File: src/rtl/ssk_pkg.sv
package ssk_pkg;

  typedef enum logic [1:0] {
    OP_PUSH  = 2'b00,
    OP_POP   = 2'b01,
    OP_LDSEG = 2'b10,
    OP_LDPTR = 2'b11
  } ssk_op_e;

  typedef enum logic [2:0] {
    ST_IDLE  = 3'd0,
    ST_WR_LO = 3'd1,
    ST_WR_HI = 3'd2,
    ST_RD_LO = 3'd3,
    ST_RD_HI = 3'd4
  } ssk_state_e;

endpackage

File: src/rtl/ssk_cmd_gate.sv
module ssk_cmd_gate
  import ssk_pkg::*;
(
  input  logic       clk,
  input  logic       rst_n,
  input  logic       cmd_valid,
  input  logic [1:0] cmd_op,
  input  logic       busy,
  output logic       acc_push,
  output logic       acc_pop,
  output logic       acc_ldseg,
  output logic       acc_ldptr,
  output logic       lock_q,
  output logic       reject_q
);

  ssk_op_e op;
  logic    attempt;
  logic    blocked;

  assign op      = ssk_op_e'(cmd_op);
  // Commands are only considered while no word transfer is running.
  assign attempt = cmd_valid && !busy;
  // Interlock: after a segment load only a pointer load may pass.
  assign blocked = lock_q && (op != OP_LDPTR);

  assign acc_push  = attempt && !blocked && (op == OP_PUSH);
  assign acc_pop   = attempt && !blocked && (op == OP_POP);
  assign acc_ldseg = attempt && !blocked && (op == OP_LDSEG);
  assign acc_ldptr = attempt && !blocked && (op == OP_LDPTR);

  always_ff @(posedge clk or negedge rst_n) begin
    if (!rst_n) begin
      lock_q   <= 1'b0;
      reject_q <= 1'b0;
    end else begin
      reject_q <= attempt && blocked;
      if (acc_ldseg)
        lock_q <= 1'b1;
      else if (acc_ldptr)
        lock_q <= 1'b0;
    end
  end

endmodule

File: src/rtl/ssk_ptr_regs.sv
module ssk_ptr_regs #(
  parameter int SEG_W = 16,
  parameter int OFS_W = 16,
  parameter int STEP  = 2
) (
  input  logic             clk,
  input  logic             rst_n,
  input  logic             acc_ldseg,
  input  logic             acc_ldptr,
  input  logic             acc_push,
  input  logic             pop_done,
  input  logic [OFS_W-1:0] ld_value,
  output logic [SEG_W-1:0] seg_q,
  output logic [OFS_W-1:0] ptr_q
);

  localparam logic [OFS_W-1:0] STEP_V = OFS_W'(STEP);

  // Pointer moves are modulo 2^OFS_W: the pointer never leaves its segment.
  function automatic logic [OFS_W-1:0] ptr_down(input logic [OFS_W-1:0] p);
    return p - STEP_V;
  endfunction

  function automatic logic [OFS_W-1:0] ptr_up(input logic [OFS_W-1:0] p);
    return p + STEP_V;
  endfunction

  always_ff @(posedge clk or negedge rst_n) begin
    if (!rst_n) begin
      seg_q <= '0;
      ptr_q <= '0;
    end else begin
      if (acc_ldseg)
        seg_q <= SEG_W'(ld_value);
      // The four events below are mutually exclusive by the gate and busy.
      if (acc_ldptr)
        ptr_q <= ld_value;
      else if (acc_push)
        ptr_q <= ptr_down(ptr_q);
      else if (pop_done)
        ptr_q <= ptr_up(ptr_q);
    end
  end

endmodule

File: src/rtl/ssk_addr_gen.sv
module ssk_addr_gen #(
  parameter int SEG_W     = 16,
  parameter int OFS_W     = 16,
  parameter int SEG_SHIFT = 4,
  parameter int ADDR_W    = SEG_W + SEG_SHIFT
) (
  input  logic [SEG_W-1:0]  seg,
  input  logic [OFS_W-1:0]  ptr,
  input  logic              hi_sel,
  output logic [OFS_W-1:0]  offset,
  output logic [ADDR_W-1:0] addr
);

  localparam int SUM_W = ADDR_W + 1;

  // Offset of the byte within the segment, wrapping modulo 2^OFS_W.
  function automatic logic [OFS_W-1:0] byte_offset(input logic [OFS_W-1:0] p,
                                                   input logic hi);
    return p + OFS_W'(hi);
  endfunction

  // Physical address: segment scaled by 2^SEG_SHIFT plus offset, truncated.
  function automatic logic [ADDR_W-1:0] phys(input logic [SEG_W-1:0] s,
                                             input logic [OFS_W-1:0] o);
    logic [SUM_W-1:0] base;
    logic [SUM_W-1:0] sum;
    base = SUM_W'(s) << SEG_SHIFT;
    sum  = base + SUM_W'(o);
    return sum[ADDR_W-1:0];
  endfunction

  assign offset = byte_offset(ptr, hi_sel);
  assign addr   = phys(seg, offset);

endmodule

File: src/rtl/ssk_byte_seq.sv
module ssk_byte_seq
  import ssk_pkg::*;
#(
  parameter int BYTE_W = 8,
  parameter int WORD_W = 2 * BYTE_W
) (
  input  logic              clk,
  input  logic              rst_n,
  input  logic              acc_push,
  input  logic              acc_pop,
  input  logic [WORD_W-1:0] push_word,
  input  logic              mem_ready,
  input  logic [BYTE_W-1:0] mem_rdata,
  output logic              busy,
  output logic              mem_req,
  output logic              mem_we,
  output logic              hi_sel,
  output logic [BYTE_W-1:0] mem_wdata,
  output logic              byte_done,
  output logic              pop_done,
  output logic              rsp_valid,
  output logic [WORD_W-1:0] rsp_data
);

  ssk_state_e        state_q;
  ssk_state_e        state_d;
  logic [WORD_W-1:0] wr_word_q;
  logic [BYTE_W-1:0] rd_lo_q;

  function automatic logic [WORD_W-1:0] join_bytes(input logic [BYTE_W-1:0] hi,
                                                   input logic [BYTE_W-1:0] lo);
    return {hi, lo};
  endfunction

  assign busy      = (state_q != ST_IDLE);
  assign mem_req   = busy;
  assign mem_we    = (state_q == ST_WR_LO) || (state_q == ST_WR_HI);
  assign hi_sel    = (state_q == ST_WR_HI) || (state_q == ST_RD_HI);
  assign mem_wdata = hi_sel ? wr_word_q[WORD_W-1:BYTE_W] : wr_word_q[BYTE_W-1:0];
  assign byte_done = mem_req && mem_ready;
  assign pop_done  = byte_done && (state_q == ST_RD_HI);

  always_comb begin
    state_d = state_q;
    unique case (state_q)
      ST_IDLE: begin
        if (acc_push)
          state_d = ST_WR_LO;
        else if (acc_pop)
          state_d = ST_RD_LO;
      end
      ST_WR_LO: if (byte_done) state_d = ST_WR_HI;
      ST_WR_HI: if (byte_done) state_d = ST_IDLE;
      ST_RD_LO: if (byte_done) state_d = ST_RD_HI;
      ST_RD_HI: if (byte_done) state_d = ST_IDLE;
      default:  state_d = ST_IDLE;
    endcase
  end

  always_ff @(posedge clk or negedge rst_n) begin
    if (!rst_n) begin
      state_q   <= ST_IDLE;
      wr_word_q <= '0;
      rd_lo_q   <= '0;
      rsp_valid <= 1'b0;
      rsp_data  <= '0;
    end else begin
      state_q   <= state_d;
      rsp_valid <= pop_done;
      if (acc_push)
        wr_word_q <= push_word;
      if (byte_done && state_q == ST_RD_LO)
        rd_lo_q <= mem_rdata;
      if (pop_done)
        rsp_data <= join_bytes(mem_rdata, rd_lo_q);
    end
  end

endmodule

File: src/rtl/seg_stack_engine.sv
module seg_stack_engine
  import ssk_pkg::*;
#(
  parameter int BYTE_W    = 8,
  parameter int SEG_W     = 16,
  parameter int OFS_W     = 16,
  parameter int SEG_SHIFT = 4,
  parameter int WORD_W    = 2 * BYTE_W,
  parameter int ADDR_W    = SEG_W + SEG_SHIFT
) (
  input  logic              clk,
  input  logic              rst_n,
  input  logic              cmd_valid,
  input  logic [1:0]        cmd_op,
  input  logic [WORD_W-1:0] cmd_data,
  output logic              busy,
  output logic              cmd_reject,
  output logic              rsp_valid,
  output logic [WORD_W-1:0] rsp_data,
  output logic [SEG_W-1:0]  stk_seg,
  output logic [OFS_W-1:0]  stk_ptr,
  output logic              mem_req,
  output logic              mem_we,
  output logic [ADDR_W-1:0] mem_addr,
  output logic [BYTE_W-1:0] mem_wdata,
  input  logic              mem_ready,
  input  logic [BYTE_W-1:0] mem_rdata
);

  localparam int STEP = WORD_W / BYTE_W;

  // Named internal events, brought out for the checker.
  logic             ev_push;
  logic             ev_pop;
  logic             ev_ldseg;
  logic             ev_ldptr;
  logic             ev_byte_done;
  logic             ev_pop_done;
  logic             lock;
  logic             hi_sel;
  logic [OFS_W-1:0] byte_ofs;

  ssk_cmd_gate u_gate (
    .clk       (clk),
    .rst_n     (rst_n),
    .cmd_valid (cmd_valid),
    .cmd_op    (cmd_op),
    .busy      (busy),
    .acc_push  (ev_push),
    .acc_pop   (ev_pop),
    .acc_ldseg (ev_ldseg),
    .acc_ldptr (ev_ldptr),
    .lock_q    (lock),
    .reject_q  (cmd_reject)
  );

  ssk_ptr_regs #(
    .SEG_W (SEG_W),
    .OFS_W (OFS_W),
    .STEP  (STEP)
  ) u_regs (
    .clk       (clk),
    .rst_n     (rst_n),
    .acc_ldseg (ev_ldseg),
    .acc_ldptr (ev_ldptr),
    .acc_push  (ev_push),
    .pop_done  (ev_pop_done),
    .ld_value  (OFS_W'(cmd_data)),
    .seg_q     (stk_seg),
    .ptr_q     (stk_ptr)
  );

  ssk_byte_seq #(
    .BYTE_W (BYTE_W),
    .WORD_W (WORD_W)
  ) u_seq (
    .clk       (clk),
    .rst_n     (rst_n),
    .acc_push  (ev_push),
    .acc_pop   (ev_pop),
    .push_word (cmd_data),
    .mem_ready (mem_ready),
    .mem_rdata (mem_rdata),
    .busy      (busy),
    .mem_req   (mem_req),
    .mem_we    (mem_we),
    .hi_sel    (hi_sel),
    .mem_wdata (mem_wdata),
    .byte_done (ev_byte_done),
    .pop_done  (ev_pop_done),
    .rsp_valid (rsp_valid),
    .rsp_data  (rsp_data)
  );

  ssk_addr_gen #(
    .SEG_W     (SEG_W),
    .OFS_W     (OFS_W),
    .SEG_SHIFT (SEG_SHIFT),
    .ADDR_W    (ADDR_W)
  ) u_addr (
    .seg    (stk_seg),
    .ptr    (stk_ptr),
    .hi_sel (hi_sel),
    .offset (byte_ofs),
    .addr   (mem_addr)
  );

endmodule

File: config.mk
export PLATFORM = sky130hd
export DESIGN_NAME = seg_stack_engine
export DESIGN_NICKNAME = d
export VERILOG_FILES = /design/src/rtl/ssk_pkg.sv /design/src/rtl/ssk_cmd_gate.sv /design/src/rtl/ssk_ptr_regs.sv /design/src/rtl/ssk_addr_gen.sv /design/src/rtl/ssk_byte_seq.sv /design/src/rtl/seg_stack_engine.sv
export SDC_FILE = /design/constraint.sdc
export NUM_CORES = 1
export LEC_CHECK = 0
export ABC_CLOCK_PERIOD_IN_PS = 6800
export BUFFER_PORTS_ARGS = -buffer_cell sky130_fd_sc_hd__clkbuf_2
export CAP_MARGIN = 20
export CORE_AREA = 5 5 108 110
export DETAILED_ROUTE_END_ITERATION = 6
export DIE_AREA = 0 0 113 115
export GPL_ROUTABILITY_DRIVEN = 1
export GPL_TIMING_DRIVEN = 0
export PLACE_DENSITY_LB_ADDON = 0.3
export RECOVER_POWER = 100
export REMOVE_ABC_BUFFERS = 1
export SYNTH_ARGS = -nofsm -noshare
export SYNTH_HDL_FRONTEND = slang
export SYNTH_HIERARCHICAL = 1
export SYNTH_SLANG_ARGS = --single-unit
export TNS_END_PERCENT = 20
File: constraint.sdc
create_clock -name clk -period 6.8 [get_ports clk]
set_input_delay 0.34 -clock clk [delete_from_list [all_inputs] [get_ports clk]]
set_output_delay 0.34 -clock clk [all_outputs]
set_load 0.01 [all_outputs]
==> Yosys cells after proc, flatten, opt, wreduce, memory -nomap -nowiden <==
Cells that the tools add are included.
{ "totals": {"reg_bits": 78, "output_inout_bits": 81, "wordCells": 59} }
{ "op_classes": {"mux": 12, "n_reduce_logical": 22, "eq_ne": 12, "add_sub_neg": 4} }
{ "ops": {"columns": ["operator", "n"], "rows": [
  ["$mux W16", 3],
  ["$add A20 B16 Y20", 1],
  ["$add A16 B1 Y16", 1],
  ["$add A16 B2 Y16 const B", 1],
  ["$sub A16 B2 Y16 const B", 1],
  ["$mux W3", 5],
  ["$pmux W3 S4", 1],
  ["$logic_and A1 B1 Y1", 11],
  ["$mux W8", 1],
  ["$eq A3 B2 Y1 const B", 2],
  ["$ne A2 B1 Y1 const B", 3],
  ["$reduce_bool A3 Y1", 2],
  ["$eq A2 B2 Y1 const B", 2],
  ["$reduce_and A4 Y1", 1],
  ["$eq A3 B1 Y1 const B", 1],
  ["$eq A3 B3 Y1 const B", 1],
  ["$logic_not A3 Y1", 1],
  ["$ne A3 B3 Y1 const B", 1],
  ["$eq A2 B1 Y1 const B", 1],
  ["$logic_not A1 Y1", 2],
  ["$logic_not A2 Y1", 1],
  ["$logic_or A1 B1 Y1", 2],
  ["$mux W1", 2],
  ["$ne A2 B2 Y1 const B", 1],
  ["2 further kinds", 2]
]} }

==> Longest topological paths before layout <==
Gate-level depths: netlist (run 1).
{ "depth": {"word_depth": 8, "ltp_mapped": 15} }

==> Cells and area by module <==
The synthesis (run 1) kept the hierarchy.
{ "modules_own_cells": {"columns": ["module", "cells_each", "seq_area_each_um2", "area_each_um2", "n_inst"], "rows": [
  ["ssk_ptr_regs", 199, 800.8, 2021.9, 1],
  ["ssk_byte_seq", 117, 1101.1, 1881.8, 1],
  ["ssk_addr_gen", 161, 0.0, 1148.6, 1],
  ["ssk_cmd_gate", 11, 50.0, 135.1, 1]
]} }

==> Worst setup path after synthesis (run 1) <==
No wires, ideal clock.
{ "synth_timing": {"kind": "reg2reg", "startpoint": "register u_seq.state_q[1]", "endpoint": "register u_regs.ptr_q[15]", "required_time_ns": 6.710, "n_path_buf": 1, "period_less_slack_ns": 4.778, "arrival_time_ns": 4.688, "stages_incl_launch_ff": 12, "path_slack_ns": 2.022, "cell_sequence": "dfrtp_1 -> buf_6 -> or3_2 -> nand2b_4 -> nor4_1 -> ha_1 -> o21a_1 -> or2_4 -> a31oi_4 -> o21ai_2 -> or4b_1 -> o2111ai_1"} }
{ "synth_via": {"elab_chain_cells": 7, "word_cells_on_any_way": 12} }
{ "synth_lines": {"columns": ["element", "line", "text"], "rows": [
  ["from (decl)", "ssk_byte_seq.sv:25", "ssk_state_e state_q;"],
  ["from (signal assigned)", "ssk_byte_seq.sv:68", "state_q <= state_d;"],
  ["$reduce_bool A3 Y1 *", "ssk_byte_seq.sv:35", "assign busy = (state_q != ST_IDLE);"],
  ["named net busy", "seg_stack_engine.sv:16", "output logic busy,"],
  ["$logic_not A1 Y1 *", "ssk_cmd_gate.sv:23", "assign attempt = cmd_valid && !busy;"],
  ["$logic_and A1 B1 Y1 *", "ssk_cmd_gate.sv:23", null],
  ["$logic_and A1 B1 Y1 * (2 in a row)", "ssk_cmd_gate.sv:27", "assign acc_push = attempt && !blocked && (op == OP_PUSH);"],
  ["named net ev_push", "seg_stack_engine.sv:33", "logic ev_push;"],
  ["$mux W16", "ssk_ptr_regs.sv:38", "else if (acc_push)"],
  ["$mux W16", "ssk_ptr_regs.sv:36", "if (acc_ldptr)"],
  ["to (signal assigned)", "ssk_ptr_regs.sv:37", "ptr_q <= ld_value;"],
  ["to (signal assigned)", "ssk_ptr_regs.sv:39", "ptr_q <= ptr_down(ptr_q);"],
  ["to (signal assigned)", "ssk_ptr_regs.sv:41", "ptr_q <= ptr_up(ptr_q);"],
  ["to (decl)", "ssk_ptr_regs.sv:14", "output logic [OFS_W-1:0] ptr_q"]
]} }
Mark *: on every way through the listed nets, which the timed path passes. The rest lies on a longest branch.
A chain may end at the register's enable or synchronous reset.

==> Final worst setup path (run 1) <==
{ "layout_timing": {"startpoint": "register u_seq.state_q[1]", "endpoint": "register u_regs.ptr_q[15]"} }
{ "layout_via": {"elab_chain_cells": 7, "word_cells_on_any_way": 12} }
{ "layout_lines": {"columns": ["element", "line"], "rows": [
  ["$reduce_bool A3 Y1 *", "ssk_byte_seq.sv:35"],
  ["$logic_not A1 Y1 *", "ssk_cmd_gate.sv:23"],
  ["$logic_and A1 B1 Y1 *", "ssk_cmd_gate.sv:23"],
  ["$logic_and A1 B1 Y1 * (2 in a row)", "ssk_cmd_gate.sv:27"],
  ["named net ev_push", "seg_stack_engine.sv:33"],
  ["$mux W16", "ssk_ptr_regs.sv:38"],
  ["$mux W16", "ssk_ptr_regs.sv:36"]
]} }
Marks and branches as above.

==> results of run 1 <==
[area by class of cell]
type	count	area share [%]
clock buffers	10	2.37
well taps	140	3.02
flip-flops and latches	78	33.6
clock inverters	6	1.19
multi-input cells	379	50.8
repair buffers	118	8.60
inverters	6	0.388
[worst min path at each step]
stage,to,slack [ns],depth (start not counted)
floorplan,u_gate/lock_q,0.04,0
global placement,u_seq/rsp_data[6],0.48,1
detailed placement,u_seq/rd_lo_q[4],0.26,1
CTS,u_seq/rsp_data[8],0.22,2
global route,u_seq/rsp_data[10],0.21,2
finish,u_seq/rd_lo_q[7],0.23,2
[state kept, by name, summed over array words and instances (netlist names)]
register,cells
u_seq/wr_word_q,16
u_regs/ptr_q,16
u_seq/state_q,3
u_gate/lock_q,1
u_seq/rsp_data,16
u_seq/rd_lo_q,8
u_gate/reject_q,1
u_seq/rsp_valid,1
u_regs/seg_q,16
[layer usage]
metal / vias up / share of wire, %
li1: 2011 / -
met1: 2019 / 47
met2: 119 / 46
met3: 16 / 5.2
met4: 0 / 2.0
met5: - / 0
[layout by cell type (no fill, tap or decap), types with 3 or more instances in the layout]
cell                         n
sky130_fd_sc_hd__nand2_1    32
sky130_fd_sc_hd__o21ai_0    17
sky130_fd_sc_hd__nand3b_1    3
sky130_fd_sc_hd__o211ai_1    7
sky130_fd_sc_hd__dfrtp_1    78
sky130_fd_sc_hd__clkbuf_2   31
sky130_fd_sc_hd__o311ai_1    3
sky130_fd_sc_hd__a221oi_1    3
sky130_fd_sc_hd__nor4_1      3
sky130_fd_sc_hd__nor3b_1     7
sky130_fd_sc_hd__and3_1      7
sky130_fd_sc_hd__a221o_1     4
sky130_fd_sc_hd__ha_1       28
sky130_fd_sc_hd__nand4_1     4
sky130_fd_sc_hd__clkbuf_8   10
sky130_fd_sc_hd__or3_1       3
sky130_fd_sc_hd__a21oi_1    28
sky130_fd_sc_hd__mux2_2     60
sky130_fd_sc_hd__nor3_1     13
sky130_fd_sc_hd__nand3_1    15
sky130_fd_sc_hd__inv_1       6
sky130_fd_sc_hd__a21o_1      6
sky130_fd_sc_hd__xor2_1     11
sky130_fd_sc_hd__a211oi_1    3
sky130_fd_sc_hd__nor2b_1     5
sky130_fd_sc_hd__o21a_1      4
sky130_fd_sc_hd__xnor2_1    22
sky130_fd_sc_hd__nor2_1     31
sky130_fd_sc_hd__clkbuf_1   85
sky130_fd_sc_hd__o21bai_1    4
sky130_fd_sc_hd__mux2_1      9
sky130_fd_sc_hd__o31ai_1     3
sky130_fd_sc_hd__a2111oi_0   3
sky130_fd_sc_hd__nand2b_1    6
sky130_fd_sc_hd__and2_1      3
[stage by stage]
| stage | worst slack (ns) | TNS, ns |
|---|---|---|
| after global placement | -1.42 | -17.35 |
| after detailed placement | 2.46 | 0 |
| final | 1.32 | 0 |
| after CTS | 2.06 | 0 |
| after floorplan | 0.280 | 0 |
| after global routing | 1.03 | 0 |
[power groups by stage]
stage | clock network (W) | registers, W | logic, W
after floorplan | 0 | 0.000897 | 0.00125
after global placement | 0 | 0.000885 | 0.00188
after detailed placement | 0 | 0.000901 | 0.00194
after CTS | 0.000367 | 0.000893 | 0.00195
after global routing | 0.000387 | 0.000921 | 0.00201
final | 0.000360 | 0.000884 | 0.00182
[repair_timing]
item                      in CTS  in global routing
buffers inserted               0                  0
hold endpoints to repair      16                  0
hold buffers                   1                  0
[worst max-delay path, cell delays in order (launching register included)]
cell and delay, ns:
sky130_fd_sc_hd__dfrtp_1 0.47, sky130_fd_sc_hd__or3_2 0.55, sky130_fd_sc_hd__nand2b_1 0.24, sky130_fd_sc_hd__nor4_1 1.05, sky130_fd_sc_hd__clkbuf_1 0.48, sky130_fd_sc_hd__clkbuf_1 0.46, sky130_fd_sc_hd__ha_1 0.42, sky130_fd_sc_hd__o21a_1 0.16
sky130_fd_sc_hd__or2_2 0.27, sky130_fd_sc_hd__a31oi_1 0.36, sky130_fd_sc_hd__o21ai_0 0.28, sky130_fd_sc_hd__or4b_1 0.53, sky130_fd_sc_hd__o2111ai_1 0.11
==> results summary, run 1 <==
The fraction of layout cells with a size suffix above 1 is 19.4%. The flow ran to the end, but the final reports show violations. Entering global routing, the biggest net connects 63 pins.

The global-route usage over all layers came out at 19.9%. The area of the multi-input gates is 0.00295 mm2. Summing every instance area after synthesis gives 0.00515 mm2. Summing all non-filler instances in the final layout gives an area of 0.00580 mm2. The total number of vias came out at 4165. The final-layout fill cell count is 1006. The area added between synthesis and finish came out at 12.6%. The count of routing violations after the opening detailed-route iteration came out at 271. In the finished design, the share of the clock period the worst path needs comes to 80.5%. The initial standard-cell utilization of the core came out at 48.6%. The critical path in this run is classified as reg -> reg. The maximum operating frequency came out at 0.183 GHz.

The met2 layer usage reported by global route came out at 31.5%. The worst hold path begins at mem_rdata[7]. The worst reg-to-reg setup slack came out at 1.32 ns. The first-pass GRT wire length is 20800 um. The remaining antenna violation count after routing is 0.

The worst clock skew came out at 0.00585 ns. The number of antenna repair diodes came out at 0. The core outline area is 0.0106 mm2. The height of the die is 115 um.

The total power draw came out at 0.00307 W. The number of buffers created by CTS is 9. The number of antenna violations at the first check in global routing is 0. The most critical setup path has its endpoint at u_regs/ptr_q[15]. The number of pins exceeding their max-slew limit in the final report came out at 63. The I/O pin count came out at 111. The total detailed-routing wirelength came out at 12900 um.

Row generation in the floorplan step produced 38 rows. Dividing the detail-routed via count by the number of cells gives 5.65. The cell count after placement came out at 720. The cell-internal power came out at 0.00162 W. The data arrival time of the worst path is 5.75 ns. The worst-case vdd ir drop came out at 294 uV. The sequential cell fraction of total power is 28.8%. Port buffering added 110 buffers. The die width came out at 113 um. The sort of element at the end of the critical path is a flop.

Cells fill 54.7% of the core in the end. The count of endpoints failing setup in the final report is 0. Once the clock tree was built, the resizer swapped 0 gates to a different size. The detailed-route wire length per cell is 17.5 um. The proportion of total power due to net switching came out at 47.0%. The clock edge transition at the registers on the reported setup and hold paths is 0.08 ns. The areal power density over the cells came out at 528 mW/mm2.

The power dissipated by switching net loads is 0.00144 W. Hold is met by 0.227 ns. The transition time at the pin with the least slew margin is 3.22 ns. For this design the static power due to leakage is 2.50 nW. The layer flagged by global routing as most heavily used is met2.

The total half-perimeter wirelength after legalization and detailed placement came out at 10100 um. The clock tree from TritonCTS is done. Tracing the worst setup path back leads to its startpoint at u_seq/state_q[1]. The number of max-cap violations came out at 1. After synthesis, the mean cell area works out to 10.7 um2.

After the last flow step, the layout net total stands at 652. The count of cells along the worst register-to-register path came out at 12. Once layout is complete, the cells apart from fillers number 737. The combined flip-flop and latch cell area is 0.00195 mm2. The checks that failed: capacitance limit, slew limit. STA classifies the critical path startpoint as a flop. The residual DRC count came out at 0.

Setup repair after global routing left no endpoint under its margin. The number of global-route vias before repair is 4199. The worst pin sits at a relative slew slack of -115%. The overflow left after global routing came out at 0. The number of H-tree levels is 3. Clock latency on the worst-skew pair, taken at its later pin, is 0.35 ns. The final critical delay including setup and external delays came out at 5.48 ns. The share of total power dissipated in combinational logic is 59.4%. The Yosys step of the flow raised 6 warnings. CTS placed an instance of sky130_fd_sc_hd__clkbuf_8 at the clock tree root. The post-placement cell area is 0.00585 mm2. The floorplan step defined a die boundary enclosing 0.0130 mm2. The worst register-to-register path begins at u_seq/state_q[1]. The required time at the worst-slack endpoint is 7.07 ns. The clock tree buffer depth is 2. For this run, global-route usage on met1 was measured as 27.7%. The hold violation total from the final report is 0. The synthesized instance count is 483. The path class of the tightest hold or removal check is in -> reg. The global placer's final weighted congestion came out at 0.900. The detailed-router iteration count before antenna repair came out at 4. The worst reg2reg path endpoint is u_regs/ptr_q[15].

The met3 demand-to-capacity share in global routing came out at 4.37%. The clock power share came out at 11.8%. The top fanout value on the critical path came out at 9.

The tree built by TritonCTS fans out to 78 sinks.
No activity file was read; power rests on OpenSTA's default activity.
==> inputs of run 2 (changes only) <==
ABC_CLOCK_PERIOD_IN_PS = 5600   (was 6800)
clock period = 5.6 ns   (was 6.8 ns; I/O delays follow)
==> results summary, run 2 (same netlist as run 1, synthesis figures left out) <==
Result of the run: finished, violations left (unchanged). Violated checks: capacitance limit, slew limit (unchanged). The launch instance of the worst min-delay path is mem_rdata[7] (unchanged).

The critical path startpoint category is a flop (unchanged). The global placer's final weighted congestion is 0.900 (unchanged). The cell-internal power came out at 0.00197 W (was 0.00162 W). The library cell contributing the largest single delay on the critical path is sky130_fd_sc_hd__nor4_1 (unchanged). The count of endpoints failing setup in the final report is 0 (unchanged). The area added between synthesis and finish is 13.1% (was 12.6%). The root buffer cell is sky130_fd_sc_hd__clkbuf_8 (unchanged). The later-pin clock latency in the skew report is 0.35 ns (about the same). The final critical delay including setup and external delays came out at 5.01 ns (was 5.48 ns). The final-layout fill cell count came out at 1002 (was 1006). The number of max-cap violations was 1 (unchanged).

The final layout net count came to 652 (unchanged). The clock net sink count came to 78 (unchanged). The area of the multi-input gates came out at 0.00297 mm2 (was 0.00295 mm2). The number of placement rows was 38 (unchanged). The largest stage delay on the critical path was 1.06 ns (was 1.05 ns).

The endpoint of the worst hold-timing path is u_seq/rd_lo_q[7] (unchanged). The worst setup path category is reg -> reg (unchanged). The proportion of total power due to net switching came out at 47.1% (was 47.0%). The die width is 113 um (unchanged). The clock edge transition at the registers on the reported setup and hold paths is 0.08 ns (about the same).

The leading cell type in the layout, fill and taps excluded is sky130_fd_sc_hd__clkbuf_1 (unchanged). The family with the most delay on the worst path is simple AND/OR/NAND/NOR gates (unchanged). The class of the worst hold path is in -> reg (unchanged). The power dissipated by switching net loads is 0.00176 W (was 0.00144 W). The number of antenna violations at the first check in global routing came out at 0 (unchanged). The height of the die came out at 115 um (unchanged). The remaining antenna violation count after routing is 0 (unchanged).

The fraction of layout cells with a size suffix above 1 came to 19.8% (was 19.4%). The number of antenna repair diodes is 0 (unchanged). The number of vias per cell after detailed routing is 5.67 (was 5.65). The sequential cell fraction of total power is 28.8% (about the same). The number of pins exceeding their max-slew limit in the final report is 63 (unchanged). The worst clock skew came out at 0.00598 ns (was 0.00585 ns). The number of buffers added on ports came to 110 (unchanged). The detailed-route wire length per cell came out at 17.5 um (about the same). The required time at the worst-slack endpoint came out at 5.87 ns (was 7.07 ns).

The top fanout value on the critical path was 9 (unchanged). The clock power share is 11.7% (was 11.8%). The hold violation total from the final report is 0 (unchanged).

The number of buffers and inverters on the critical path came out at 2 (unchanged). The count of cells along the worst register-to-register path came out at 12 (unchanged). The total number of vias came out at 4180 (was 4165). The I/O pin count is 111 (unchanged).

RSZ-0062 raised after global routing: no (unchanged). The maximum operating frequency is 0.200 GHz (was 0.183 GHz). The overflow left after global routing came to 0 (unchanged). The worst reg-to-reg setup slack came to 0.59 ns (was 1.32 ns). The count of routing violations after the opening detailed-route iteration came to 260 (was 271). The post-cts repair resize count is 0 (unchanged). The relative slew slack is -114% (was -115%). The worst hold path cell count came out at 2 (unchanged).

The areal power density over the cells came out at 641 mW/mm2 (was 528 mW/mm2). Ordered cell list for the critical path: or3_2 -> nand2b_1 -> nor4_1 -> clkbuf_1 -> buf_4 -> ha_1 -> o21a_1 -> or2_0 -> a31oi_4 -> o21ai_0 -> or4b_1 -> o2111ai_1 (was or3_2 -> nand2b_1 -> nor4_1 -> clkbuf_1 -> clkbuf_1 -> ha_1 -> o21a_1 -> or2_2 -> a31oi_1 -> o21ai_0 -> or4b_1 -> o2111ai_1). The clock tree buffer depth came out at 2 (unchanged). The detailed-router iteration count before antenna repair is 4 (unchanged). The startpoint of the worst register-to-register path is u_seq/state_q[0] (was u_seq/state_q[1]). The number of buffers created by CTS was 9 (unchanged).

The total detailed-routing wirelength came out at 12900 um (about the same). The final core area utilization is 55.0% (was 54.7%). The global-route usage over all layers came out at 19.9% (unchanged). The worst setup path startpoint is u_seq/state_q[0] (was u_seq/state_q[1]). The full die area is 0.0130 mm2 (unchanged).

The first-pass GRT wire length is 20800 um (unchanged). The number of H-tree levels came out at 3 (unchanged). The data arrival time of the worst path is 5.28 ns (was 5.75 ns). The initial standard-cell utilization of the core came out at 48.6% (unchanged). The number of cells in the finished layout apart from fillers was 737 (unchanged). Leading cell types in the layout, fill and taps excluded: sky130_fd_sc_hd__clkbuf_1, sky130_fd_sc_hd__dfrtp_1, sky130_fd_sc_hd__mux2_2 (unchanged). The total half-perimeter wirelength after legalization and detailed placement is 10100 um (unchanged). The worst reg2reg path endpoint was u_regs/ptr_q[15] (unchanged).

The transition time at the pin with the least slew margin came out at 3.20 ns (was 3.22 ns). The cell count after placement came to 720 (unchanged). The post-route worst hold slack is 0.167 ns (was 0.227 ns). The final cycle utilization of the critical path came out at 89.4% (was 80.5%). The pin count of the biggest net entering global routing came out at 63 (unchanged).

The residual DRC count came out at 0 (unchanged). The number of buffers added for setup after CTS came out at 0 (unchanged). The sort of element at the end of the critical path is a flop (unchanged).

The static leakage power was 2.50 nW (about the same). The worst-case vdd ir drop is 356 uV (was 294 uV). The relative contribution of combinational cells to total power is 59.5% (was 59.4%). The combined flip-flop and latch cell area is 0.00195 mm2 (unchanged). The core outline area is 0.0106 mm2 (unchanged). The number of global-route vias before repair is 4199 (unchanged). The clock tree from TritonCTS is done (unchanged).
[run 2: changes by cell type in the layout (fill, tap and decap cells not counted)]
cell | previous run | this run
sky130_fd_sc_hd__a31oi_1 | 1 | 0
sky130_fd_sc_hd__a31oi_4 | 0 | 1
sky130_fd_sc_hd__buf_4 | 0 | 1
sky130_fd_sc_hd__clkbuf_1 | 85 | 84
sky130_fd_sc_hd__nor2_1 | 31 | 30
sky130_fd_sc_hd__nor2_4 | 0 | 1
sky130_fd_sc_hd__or2_0 | 1 | 2
sky130_fd_sc_hd__or2_2 | 1 | 0
[run 2: timing repair]
| action | 4_1_cts | 5_1_grt |
|---|---|---|
| endpoints found under the hold margin | 16 | 0 |
| endpoints found under the setup margin | 0 | 0 |
| hold buffers | 1 | 0 |
[run 2: through the flow]
stage	setup WS, ns	area [um2]	setup TNS [ns]	power [W]
2_1_floorplan	-0.920	5020	-8.39	0.00261
3_3_place_gp	-2.62	5740	-56.54	0.00336
3_5_place_dp	1.32	5850	0	0.00345
4_1_cts	0.921	6060	0	0.00390
5_1_grt	0.298	5830	0	0.00404
6_report	0.593	5830	0	0.00373
[run 2: layout make-up]
| type | instances | share of cell area, % |
|---|---|---|
| repair buffers | 118 | 8.63 |
| flip-flops and latches | 78 | 33.5 |
| well taps | 140 | 3.01 |
| inverters | 6 | 0.386 |
| clock inverters | 6 | 1.18 |
| multi-input cells | 379 | 50.9 |
| clock buffers | 10 | 2.36 |
[run 2: power by group through the flow]
stage / Combinational, W / Clock, W / Sequential [W]
finish: 0.00222 / 0.000438 / 0.00107
detailed placement: 0.00235 / 0 / 0.00109
global placement: 0.00228 / 0 / 0.00107
floorplan: 0.00152 / 0 / 0.00109
CTS: 0.00237 / 0.000445 / 0.00108
global route: 0.00245 / 0.000469 / 0.00112
[run 2: how the worst max path moves through the flow]
stage | end | slack, ns | cells after the start
2_1_floorplan | u_regs/ptr_q[15] | -0.92 | 10
3_3_place_gp | u_regs/ptr_q[15] | -2.62 | 10
3_5_place_dp | mem_addr[19] | 1.32 | 14
4_1_cts | mem_addr[19] | 0.92 | 14
5_1_grt | u_regs/ptr_q[15] | 0.30 | 12
6_report | u_regs/ptr_q[15] | 0.59 | 12
[run 2: routing by layer]
layer / GRT usage [%] / up-vias / share of wire, %
li1: - / 2013 / -
met1: 27.7 / 2024 / 47
met2: 31.5 / 128 / 46
met3: 4.37 / 15 / 5.0
met4: 5.85 / 0 / 1.7
met5: 0 / - / 0
[run 2: worst register-to-register path, stage by stage (launching register included)]
cell and delay, ns:
sky130_fd_sc_hd__dfrtp_1 0.49, sky130_fd_sc_hd__or3_2 0.54, sky130_fd_sc_hd__nand2b_1 0.24, sky130_fd_sc_hd__nor4_1 1.06, sky130_fd_sc_hd__clkbuf_1 0.48, sky130_fd_sc_hd__buf_4 0.28, sky130_fd_sc_hd__ha_1 0.34, sky130_fd_sc_hd__o21a_1 0.16
sky130_fd_sc_hd__or2_0 0.24, sky130_fd_sc_hd__a31oi_4 0.22, sky130_fd_sc_hd__o21ai_0 0.22, sky130_fd_sc_hd__or4b_1 0.53, sky130_fd_sc_hd__o2111ai_1 0.12
